===== src/rtl/rssi_pkg.sv =====
// Shared types and defaults for the receive peak meter.
// Assumes nothing beyond a two-channel receiver.
package rssi_pkg;
    localparam int AMP_W_DEF = 4;
    localparam int NUM_CH    = 2;

    typedef enum logic {
        SEL_INPHASE = 1'b0,
        SEL_QUAD    = 1'b1
    } chan_t;
endpackage


===== src/rtl/rssi_window_ctrl.sv =====
// Window control: tracks whether the measurement window is open and
// whether a finished result is held. Assumes the strobes are one-cycle
// pulses; tx_start wins over rx_wait_done, which wins over rx_end.
module rssi_window_ctrl (
    input  logic clk,
    input  logic rst_n,
    input  logic rx_wait_done,
    input  logic rx_end,
    input  logic tx_start,
    output logic win_open,
    output logic clr_peaks,
    output logic res_valid
);
    // Peaks are cleared on any new transmission or new window.
    assign clr_peaks = tx_start | rx_wait_done;

    // Open/close the window and track result validity.
    always_ff @(posedge clk) begin
        if (!rst_n) begin
            win_open  <= 1'b0;
            res_valid <= 1'b0;
        end else if (tx_start) begin
            win_open  <= 1'b0;
            res_valid <= 1'b0;
        end else if (rx_wait_done) begin
            win_open  <= 1'b1;
            res_valid <= 1'b0;
        end else if (rx_end && win_open) begin
            win_open  <= 1'b0;
            res_valid <= 1'b1;
        end
    end
endmodule


===== src/rtl/rssi_peak_tracker.sv =====
// Single-channel peak hold: keeps the largest sample seen while enabled.
// Assumes samples are unsigned codes; clear has priority over update.
module rssi_peak_tracker #(
    parameter int W = rssi_pkg::AMP_W_DEF
) (
    input  logic         clk,
    input  logic         rst_n,
    input  logic         clr,
    input  logic         en,
    input  logic [W-1:0] sample,
    output logic [W-1:0] peak
);
    // Hold the running maximum; zero it on clear.
    always_ff @(posedge clk) begin
        if (!rst_n) begin
            peak <= '0;
        end else if (clr) begin
            peak <= '0;
        end else if (en && (sample > peak)) begin
            peak <= sample;
        end
    end
endmodule


===== src/rtl/rssi_chan_picker.sv =====
// Channel decision: on request, picks the channel with the larger held
// peak; a tie goes to the in-phase channel. Assumes the peaks it sees
// are the registered values before the current cycle's sample.
module rssi_chan_picker #(
    parameter int W = rssi_pkg::AMP_W_DEF
) (
    input  logic                 clk,
    input  logic                 rst_n,
    input  logic                 clr,
    input  logic                 decide,
    input  logic [W-1:0]         peak_i,
    input  logic [W-1:0]         peak_q,
    output rssi_pkg::chan_t      sel
);
    import rssi_pkg::*;

    // Latch the decision; clear back to in-phase on a new transmission.
    always_ff @(posedge clk) begin
        if (!rst_n) begin
            sel <= SEL_INPHASE;
        end else if (clr) begin
            sel <= SEL_INPHASE;
        end else if (decide) begin
            sel <= (peak_q > peak_i) ? SEL_QUAD : SEL_INPHASE;
        end
    end
endmodule


===== src/rtl/rssi_peak_capture.sv =====
// Top: two gated peak meters, a window controller and a channel picker.
// The in-phase peak goes in the high half of the packed result.
// Assumes all strobes are synchronous single-cycle pulses.
module rssi_peak_capture #(
    parameter int AMP_W = rssi_pkg::AMP_W_DEF
) (
    input  logic               clk,
    input  logic               rst_n,
    input  logic [AMP_W-1:0]   amp_i,
    input  logic [AMP_W-1:0]   amp_q,
    input  logic               rx_wait_done,
    input  logic               rx_end,
    input  logic               preamble_end,
    input  logic               tx_start,
    output logic [2*AMP_W-1:0] peak_reg,
    output logic               chan_sel,
    output logic               peaks_valid
);
    import rssi_pkg::*;

    localparam int NCH = NUM_CH;

    logic             win_open;
    logic             clr_peaks;
    logic [AMP_W-1:0] amp_v  [NCH];
    logic [AMP_W-1:0] peak_v [NCH];
    chan_t            sel_w;

    // Channel 0 is in-phase, channel 1 is quadrature.
    assign amp_v[0] = amp_i;
    assign amp_v[1] = amp_q;

    rssi_window_ctrl u_win (
        .clk          (clk),
        .rst_n        (rst_n),
        .rx_wait_done (rx_wait_done),
        .rx_end       (rx_end),
        .tx_start     (tx_start),
        .win_open     (win_open),
        .clr_peaks    (clr_peaks),
        .res_valid    (peaks_valid)
    );

    for (genvar c = 0; c < NCH; c++) begin : g_meter
        rssi_peak_tracker #(.W(AMP_W)) u_trk (
            .clk    (clk),
            .rst_n  (rst_n),
            .clr    (clr_peaks),
            .en     (win_open),
            .sample (amp_v[c]),
            .peak   (peak_v[c])
        );
    end

    rssi_chan_picker #(.W(AMP_W)) u_pick (
        .clk    (clk),
        .rst_n  (rst_n),
        .clr    (tx_start),
        .decide (preamble_end && win_open),
        .peak_i (peak_v[0]),
        .peak_q (peak_v[1]),
        .sel    (sel_w)
    );

    // Pack the result: in-phase high, quadrature low.
    assign peak_reg = {peak_v[0], peak_v[1]};
    assign chan_sel = sel_w;
endmodule


===== config.mk =====
export PLATFORM = sky130hd
export DESIGN_NAME = rssi_peak_capture
export DESIGN_NICKNAME = d
export VERILOG_FILES = /design/src/rtl/rssi_pkg.sv /design/src/rtl/rssi_window_ctrl.sv /design/src/rtl/rssi_peak_tracker.sv /design/src/rtl/rssi_chan_picker.sv /design/src/rtl/rssi_peak_capture.sv
export SDC_FILE = /design/constraint.sdc
export NUM_CORES = 1
export LEC_CHECK = 0
export ABC_CLOCK_PERIOD_IN_PS = 1800
export CORE_MARGIN = 4
export CORE_UTILIZATION = 48
export CTS_BUF_LIST = sky130_fd_sc_hd__clkbuf_8
export CTS_CLUSTER_SIZE = 8
export DETAILED_ROUTE_END_ITERATION = 6
export PLACE_DENSITY = 0.78
export SKIP_LAST_GASP = 1
export SYNTH_ARGS = -nofsm -noshare
export SYNTH_HDL_FRONTEND = slang
export SYNTH_HIERARCHICAL = 1
export SYNTH_SLANG_ARGS = --single-unit

===== constraint.sdc =====
create_clock -name clk -period 1.8 [get_ports clk]
set_input_delay 0.36 -clock clk [delete_from_list [all_inputs] [get_ports clk]]
set_output_delay 0.36 -clock clk [all_outputs]
set_load 0.005 [all_outputs]

Word level (Yosys, flattened, before mapping)

Cells that the tools add are included.

Bits in registers: 11
Input port bits: 14
Word-level logic and storage cells: 21

$lt $le $gt $ge: 3
Multiplexer cells: 3
Bitwise operators: 2
Reduce and logical (&&, ||, !) cells: 8

Operator list:

| kind                          | number |
|---|---|
| 4-bit greater-than comparator | 3 |
| 1-bit logical AND             | 4 |
| 2-bit OR reduction            | 2 |
| 1-bit 2-to-1 mux              | 3 |
| 3-bit OR reduction            | 1 |
| 2-bit nonzero test            | 1 |
| 1-bit NOT                     | 1 |
| 1-bit OR                      | 1 |

Longest topological paths before layout

Gate-level depths: netlist of run 1.

Depth in word-level cells: 3
Depth in mapped cells: 6
Gate-level depth less buffers: 6

By module

Netlist of run 1, hierarchy kept.

By module, submodules not included:

| module            | instances | cells an instance | area an instance (sq um) | seq. area each (sq um) |
|---|---|---|---|---|
| rssi_peak_tracker | 2         | 32                | 282.8                    | 80.1 |
| rssi_chan_picker  | 1         | 18                | 143.9                    | 20.0 |
| rssi_window_ctrl  | 1         | 9                 | 90.1                     | 40.0 |
| rssi_peak_capture | 1         | 1                 | 6.3                      | 0.0 |

Least setup slack after synthesis of run 1

OpenSTA, ideal clock, no wires.

Path type: register -> register
Start: register g_meter[1].u_trk.peak[1]
End: register g_meter[1].u_trk.peak[0]
Arrival: 1,283 ps
Data required time: 1,728 ps
Slack: 446 ps
Stages on the path, launching flop included: 7
Path buffers: 0
Path through: dfxtp_1 -> inv_1 -> ha_1 -> nor2b_4 -> o211ai_2 -> a21oi_4 -> mux2i_1

Cells in the longest elaborated chain, start to end: 2

RTL lines:

| what                          | RTL line                | text |
|---|---|---|
| start, declared               | rssi_peak_tracker.sv:11 | `output logic [W-1:0] peak` |
| start signal, assigned        | rssi_peak_tracker.sv:20 | `peak <= sample;` |
| 4-bit greater-than comparator | rssi_peak_tracker.sv:19 | `end else if (en && (sample > peak)) begin` |
| 1-bit logical AND             | rssi_peak_tracker.sv:19 |  |

Every way passes these cells.
A chain may end at the register's enable or synchronous reset.

Worst setup path in the final report of run 1

Start: input amp_i[1]
End: register g_meter[0].u_trk.peak[0]

Cells in the longest elaborated chain, start to end: 2

RTL lines:

| what                          | RTL line                | text |
|---|---|---|
| start, declared               | rssi_peak_capture.sv:9  | `input logic [AMP_W-1:0] amp_i,` |
| 4-bit greater-than comparator | rssi_peak_tracker.sv:19 |  |
| 1-bit logical AND             | rssi_peak_tracker.sv:19 |  |
| end signal, assigned          | rssi_peak_tracker.sv:20 |  |
| end, declared                 | rssi_peak_tracker.sv:11 |  |

Every way passes these cells.

==> summary.json, run 1 <==
{
  "result_of_the_run": "finished, final reports clean",
  "initial_utilization": 0.523,
  "stdcell_area_sq_um": 1120,
  "crit_path_category": "input pin to flop",
  "synth_seq_cells": 11,
  "cts_setup_buffers": 0,
  "synth_area_sq_um": 806,
  "gr_met3_demand_resource": 0.0428,
  "layout_commonest_cell": "sky130_fd_sc_hd__clkdlybuf4s50_1",
  "yosys.cell_types.count": 18,
  "comb_power_share": 0.169,
  "clk_transition_reported_paths_ns": 0.05,
  "route.detailed.drc": 0,
  "rsz0062_at_grt": "no",
  "ff2ff_setup_slack_ns": 0.30,
  "synth.yosys.seq_area_share": 0.273,
  "post_dp_cell_area_sq_um": 1070,
  "maxCapViolCount": 0,
  "inserted_diodes": 0,
  "synth_warnings": 6,
  "insertion_delay_ns": 0.23,
  "most-common-layout-cells": "sky130_fd_sc_hd__clkdlybuf4s50_1 (23), sky130_fd_sc_hd__nand2_1 (19), sky130_fd_sc_hd__inv_1 (15), sky130_fd_sc_hd__ha_1 (12), sky130_fd_sc_hd__dfxtp_1 (11)",
  "routabilityCongestion": 0.773,
  "clock_tree.buffer_depth": 2,
  "drt_first_iter_violations": 5,
  "largest_register_ffs": 8,
  "drt_pass1_iterations": 4,
  "final.setup.tns_ns": 0,
  "grtUsageMet2": 0.267,
  "grt_pass1_vias": 694,
  "grt_start_max_net_pins": 9,
  "wl_per_cell_um": 12.4,
  "initial_antenna_violation_count": 0,
  "worst_path_arrival_ns": 1.81,
  "dp_hpwl_um": 1420,
  "final-setup-viol-count": 0,
  "leakagePower_nw": 0.453,
  "category_of_the_worst_setup_path_launch_point": "input pin",
  "power_spent_charging_and_discharging_nets_mw": 0.134,
  "power.density_cell_area_nw_per_um2": 526,
  "period_minus_slack_ns": 1.65,
  "timing_hold_violations_final": 0,
  "vias": 682,
  "fin_crit_sh": 0.915,
  "tritoncts.num_buffers": 3,
  "critical_path_required_time_ns": 1.96,
  "ports_placed_on_the_boundary": 24,
  "drt.antenna.violating_nets": 0,
  "global_route.usage.total": 0.153,
  "cp_max_fo": 4,
  "seqPwrFrac": 0.424,
  "post_route_cells_drive_above_1_share": 0.125,
  "postSynthCellCount": 92,
  "portBuffers": 23,
  "detail_route.vias_per_cell": 5.01,
  "maximum_resistive_drop_on_vdd_mv": 0.417,
  "p_int_mw": 0.453,
  "floorplan.core_area_sq_um": 1540,
  "power.share.switching": 0.228,
  "grt_first_pass_wirelength_um": 2940,
  "grt_use_met1": 0.175,
  "maxSlewHeadroom": 0.832,
  "finalMaxSlewViolations": 0,
  "layer_carrying_the_most_global_route_usage": "met2",
  "timing.fmax_ghz": 0.607,
  "post_cts.resized_instances": 0,
  "rows": 14,
  "root_buffer": "sky130_fd_sc_hd__clkbuf_8",
  "chipWidth_um": 49.0,
  "power.share.clock": 0.408,
  "die_h_um": 49.0,
  "htree_num_levels": 1,
  "total_die_area_sq_um": 2400,
  "cts.sink_count": 11,
  "syn_area_per_cell_sq_um": 8.76,
  "syn2layout_area_growth_pct": 38.5,
  "wirelength_um": 1690,
  "tritoncts": "done",
  "clock_skew_ns": 0.00100,
  "finalNetCount": 147,
  "worstSetupEndpointType": "flop",
  "postLayoutCoreUtil": 0.724,
  "worst_slew_pin_slew_ns": 0.253,
  "grt.overflow.total": 0,
  "synth_fp_nets": 118,
  "cts.hold.buffers_added": 0,
  "worstHoldPathType": "flop to flop"
}
## layer usage
metal	part of all wire	routed length (um)
met1	0.43	730
met2	0.50	844
met3	0.059	99
met4	0.0071	12
met5	0	0
## through the flow
stage                     hold slack (ns)  instances  setup slack (ns)  total power [mW]
after floorplan                     0.430         92             0.446             0.304
after global placement              0.478        132           -0.0353             0.350
after detailed placement            0.488        132           -0.0964             0.353
after CTS                           0.495        136             0.143             0.596
after global routing                0.523        136            0.0612             0.623
final                               0.491        136             0.152             0.588
## synth_stat cells
cell type | instances | area, sq um
sky130_fd_sc_hd__or2_1 | 1 | 6.26
sky130_fd_sc_hd__ha_1 | 12 | 150
sky130_fd_sc_hd__o211a_1 | 1 | 10.0
sky130_fd_sc_hd__o211ai_2 | 3 | 37.5
sky130_fd_sc_hd__nor2b_4 | 2 | 27.5
sky130_fd_sc_hd__nor3_2 | 1 | 10.0
sky130_fd_sc_hd__buf_1 | 2 | 7.51
sky130_fd_sc_hd__nor2b_1 | 4 | 25.0
sky130_fd_sc_hd__dfxtp_1 | 11 | 220
sky130_fd_sc_hd__a21oi_1 | 6 | 30.0
sky130_fd_sc_hd__mux2i_1 | 8 | 80.1
sky130_fd_sc_hd__nand2b_4 | 1 | 13.8
sky130_fd_sc_hd__a21oi_4 | 2 | 32.5
sky130_fd_sc_hd__inv_1 | 14 | 52.6
sky130_fd_sc_hd__nand2_1 | 19 | 71.3
sky130_fd_sc_hd__nand4_1 | 3 | 18.8
sky130_fd_sc_hd__and2_1 | 1 | 6.26
sky130_fd_sc_hd__nand2b_1 | 1 | 6.26
## kinds of logic (layout without fill, tap and decap cells)
group / Yosys count / count (layout) / synth area share
adder cells (fa/ha/maj): 12 / 12 / 0.186
multiplexers: 8 / 8 / 0.0994
AND/OR/NAND/NOR: 33 / 33 / 0.230
AO/OA/AOI/OAI: 12 / 12 / 0.137
buffers and inverters: 16 / 44 / 0.0745
flip-flops: 11 / 11 / 0.273
## path summary, 6_finish.rpt
| kind | cells past startpoint | end | from |
|---|---|---|---|
| worst max-delay path | 6 | g_meter[0].u_trk/peak[0] | amp_i[1] |
| worst min register to register | 2 | g_meter[0].u_trk/peak[2] | g_meter[0].u_trk/peak[2] |
| worst min-delay path | 2 | g_meter[0].u_trk/peak[2] | g_meter[0].u_trk/peak[2] |
| worst max register to register | 6 | g_meter[0].u_trk/peak[0] | g_meter[0].u_trk/peak[1] |
## power groups by stage
stage	combinational, mW	clock (mW)	sequential, mW
finish	0.0991	0.240	0.249
global route	0.108	0.266	0.249
detailed placement	0.0996	0	0.254
floorplan	0.0513	0	0.253
CTS	0.100	0.247	0.249
global placement	0.0957	0	0.254
## layout make-up
type / count / area, sq um
fill: 129 / 425
inverter: 14 / 52.6
sequential: 11 / 220
multi-input combinational: 65 / 526
clock inverter: 1 / 3.75
timing repair buffer: 26 / 253
clock buffer: 3 / 41.3
tap: 16 / 20.0
## critical path, cell delays in order
cell and delay [ns]:
sky130_fd_sc_hd__clkdlybuf4s50_1 0.44, sky130_fd_sc_hd__ha_1 0.32, sky130_fd_sc_hd__nor2b_4 0.14, sky130_fd_sc_hd__o211ai_2 0.10, sky130_fd_sc_hd__a21oi_4 0.23, sky130_fd_sc_hd__mux2i_1 0.22
(Power assumes the default switching activity.)
==> inputs of run 2 (changes only) <==
==> constraint.sdc (replaced) <==
create_clock -name clk -period 1.8 [get_ports clk]
set_input_delay 0.54 -clock clk [delete_from_list [all_inputs] [get_ports clk]]
set_output_delay 0.54 -clock clk [all_outputs]
set_load 0.005 [all_outputs]
==> run 2 against run 1 <==
Against the previous run:
- power increased by 2.5%
- core utilization increased by 3.7 points
- largest cell class unchanged
- sequential cell count unchanged
- clock-buffer cell count unchanged
- sequential power about the same
- highest routed layer unchanged
- global-route usage increased by 0.30 points
- final cell count increased by 0.74%
- hold slack about the same
- worst setup slack got worse by 0.098 ns
- clock skew increased by 0.0048 ns
==> summary.json, run 2 (synthesis results as in run 1) <==
{
  "most-common-layout-cells": "sky130_fd_sc_hd__nand2_1 (19), sky130_fd_sc_hd__clkdlybuf4s50_1 (17), sky130_fd_sc_hd__inv_1 (15), sky130_fd_sc_hd__dfxtp_1 (11)",
  "insertion_delay": {"value": 0.24, "unit": "ns", "change": "about the same"},
  "portBuffers": {"value": 23, "change": "unchanged"},
  "grt_pass1_vias": {"value": 716, "change": "+3.2%"},
  "global_route.usage.total": {"value": 0.156, "change": "+0.00304"},
  "postLayoutCoreUtil": {"value": 0.761, "change": "+0.0373"},
  "fin_crit_sh": {"value": 0.970, "change": "+0.0546"},
  "finalMaxSlewViolations": {"value": 0, "change": "unchanged"},
  "result_of_the_run": "finished, final reports clean",
  "route.detailed.drc": {"value": 0, "change": "unchanged"},
  "dp_hpwl": {"value": 1350, "unit": "um", "change": "-4.5%"},
  "die_h": {"value": 49.0, "unit": "um", "change": "unchanged"},
  "drt_pass1_iterations": {"value": 4, "change": "unchanged"},
  "leakagePower": {"value": 0.486, "unit": "nW", "change": "+7.3%"},
  "rows": {"value": 14, "change": "unchanged"},
  "totalPowerFinal": {"value": 0.602, "unit": "mW", "change": "+2.5%"},
  "worst_slew_pin_slew": {"value": 0.250, "unit": "ns", "change": "-0.00317 ns"},
  "final-setup-viol-count": {"value": 0, "change": "unchanged"},
  "finalNetCount": {"value": 148, "change": "+0.68%"},
  "cp_max_fo": {"value": 4, "change": "unchanged"},
  "worstSetupEndpointType": "flop",
  "wl_per_cell": {"value": 12.8, "unit": "um", "change": "+3.2%"},
  "tritoncts": "done",
  "post_route_cells_drive_above_1_share": {"value": 0.165, "change": "+0.0403"},
  "timing.fmax": {"value": 0.573, "unit": "GHz", "change": "-5.6%"},
  "htree_num_levels": {"value": 1, "change": "unchanged"},
  "category_of_the_worst_setup_path_launch_point": "input pin",
  "grt.overflow.total": {"value": 0, "change": "unchanged"},
  "floorplan.core_area": {"value": 1540, "unit": "sq um", "change": "unchanged"},
  "period_minus_slack": {"value": 1.75, "unit": "ns", "change": "+0.0983 ns"},
  "clock_skew": {"value": 0.00581, "unit": "ns", "change": "+0.00480 ns"},
  "drt.antenna.violating_nets": {"value": 0, "change": "unchanged"},
  "drt_first_iter_violations": {"value": 17, "change": "+12"},
  "grt_start_max_net_pins": {"value": 9, "change": "unchanged"},
  "critical_path.cell_chain": "clkdlybuf4s50_1 > ha_4 > nand4_1 > nand2_1 > a21oi_4 > mux2i_1",
  "tritoncts.num_buffers": {"value": 3, "change": "unchanged"},
  "place_inst": {"value": 133, "change": "+0.76%"},
  "power.density_cell_area": {"value": 513, "unit": "nW/um^2", "change": "-2.6%"},
  "final.setup.tns": {"value": 0, "unit": "ns", "change": "unchanged"},
  "cts.sink_count": {"value": 11, "change": "unchanged"},
  "critPathMaxStageDelay": {"value": 0.52, "unit": "ns", "change": "+0.08 ns"},
  "vias": {"value": 713, "change": "+4.5%"},
  "clock_tree.buffer_depth": {"value": 2, "change": "unchanged"},
  "critical_path_required_time": {"value": 1.96, "unit": "ns", "change": "about the same"},
  "grt_first_pass_wirelength": {"value": 2950, "unit": "um", "change": "+0.24%"},
  "initial_utilization": {"value": 0.523, "change": "unchanged"},
  "maximum_resistive_drop_on_vdd": {"value": 0.541, "unit": "mV", "change": "+30%"},
  "inserted_diodes": {"value": 0, "change": "unchanged"},
  "critical_path.n_buffers_inverters": {"value": 1, "change": "unchanged"},
  "chipWidth": {"value": 49.0, "unit": "um", "change": "unchanged"},
  "maxSlewHeadroom": {"value": 0.834, "change": "+0.00211"},
  "n_fill_cell": {"value": 109, "change": "-16%"},
  "cts.hold.buffers_added": {"value": 0, "change": "unchanged"},
  "syn2layout_area_growth_pct": 45.7,
  "routabilityCongestion": {"value": 0.775, "change": "+0.26%"},
  "critical-path-slowest-cell": "sky130_fd_sc_hd__clkdlybuf4s50_1",
  "crit_path_category": "input pin to flop",
  "initial_antenna_violation_count": {"value": 0, "change": "unchanged"},
  "layout_commonest_cell": "sky130_fd_sc_hd__nand2_1",
  "worst_path_arrival": {"value": 1.91, "unit": "ns", "change": "+0.10 ns"},
  "largest_register_ffs": {"value": 8, "change": "unchanged"},
  "wirelength": {"value": 1750, "unit": "um", "change": "+4.0%"},
  "root_buffer": "sky130_fd_sc_hd__clkbuf_8",
  "timing_hold_violations_final": {"value": 0, "change": "unchanged"},
  "detail_route.vias_per_cell": {"value": 5.20, "change": "+3.8%"},
  "fin_cells": {"value": 137, "change": "+0.74%"},
  "timing.critical_path.max_delay_family": "buffers and inverters",
  "ports_placed_on_the_boundary": {"value": 24, "change": "unchanged"},
  "maxCapViolCount": {"value": 0, "change": "unchanged"},
  "worstHoldPathType": "flop to flop",
  "total_die_area": {"value": 2400, "unit": "sq um", "change": "unchanged"},
  "clk_transition_reported_paths": {"value": 0.05, "unit": "ns", "change": "about the same"}
}
## run 2: repair_timing
item / 4_1_cts / 5_1_grt
endpoints found under the setup margin: 3 / 8
pin swaps: 5 / 2
gates resized for setup: 5 / 5
buffers inserted: 0 / 0
## run 2: layout make-up
class,instances,area [sq um],share of cell area
Clock buffer,3,41.3,0.0352
Inverter,14,52.6,0.0448
Multi-Input combinational cell,65,576,0.490
Clock inverter,1,3.75,0.00320
Timing Repair Buffer,27,260,0.222
Tap cell,16,20.0,0.0171
Sequential cell,11,220,0.188
## run 2: final timing paths
path / cells past startpoint / end / startpoint / slack (ns)
worst max-delay path: 6 / g_meter[1].u_trk/peak[3] / amp_q[2] / 0.05
worst min-delay path: 2 / g_meter[0].u_trk/peak[2] / g_meter[0].u_trk/peak[2] / 0.49
worst max register to register: 6 / g_meter[1].u_trk/peak[3] / g_meter[1].u_trk/peak[1] / 0.26
worst min register to register: 2 / g_meter[0].u_trk/peak[2] / g_meter[0].u_trk/peak[2] / 0.49
## run 2: per-stage QoR
stage               instance area, sq um  setup slack (ns)  hold slack [ns]
finish                              1170            0.0541            0.491
global route                        1170          -0.00292            0.534
CTS                                 1130            0.0149            0.496
global placement                    1080            -0.215            0.478
detailed placement                  1080            -0.257            0.488
floorplan                            806             0.318            0.476
## run 2: tightest hold or removal path: stages, from the launching register on
cell and delay (ns):
sky130_fd_sc_hd__dfxtp_1 0.33, sky130_fd_sc_hd__nand2_1 0.06, sky130_fd_sc_hd__mux2i_1 0.05
## run 2: metal layers
layer,vias up,track usage,wire length (um),share of wire
met5,-,0,0,0
met4,0,0.0807,27,0.015
met3,4,0.0520,101,0.058
met2,19,0.259,868,0.50
met1,327,0.175,755,0.43
li1,363,-,-,-
## run 2: power breakdown
| part | internal (mW) | switching (mW) |
|---|---|---|
| sequential | 0.246 | 0.00276 |
| clock | 0.150 | 0.0984 |
| combinational | 0.0604 | 0.0443 |
| total | 0.457 | 0.145 |
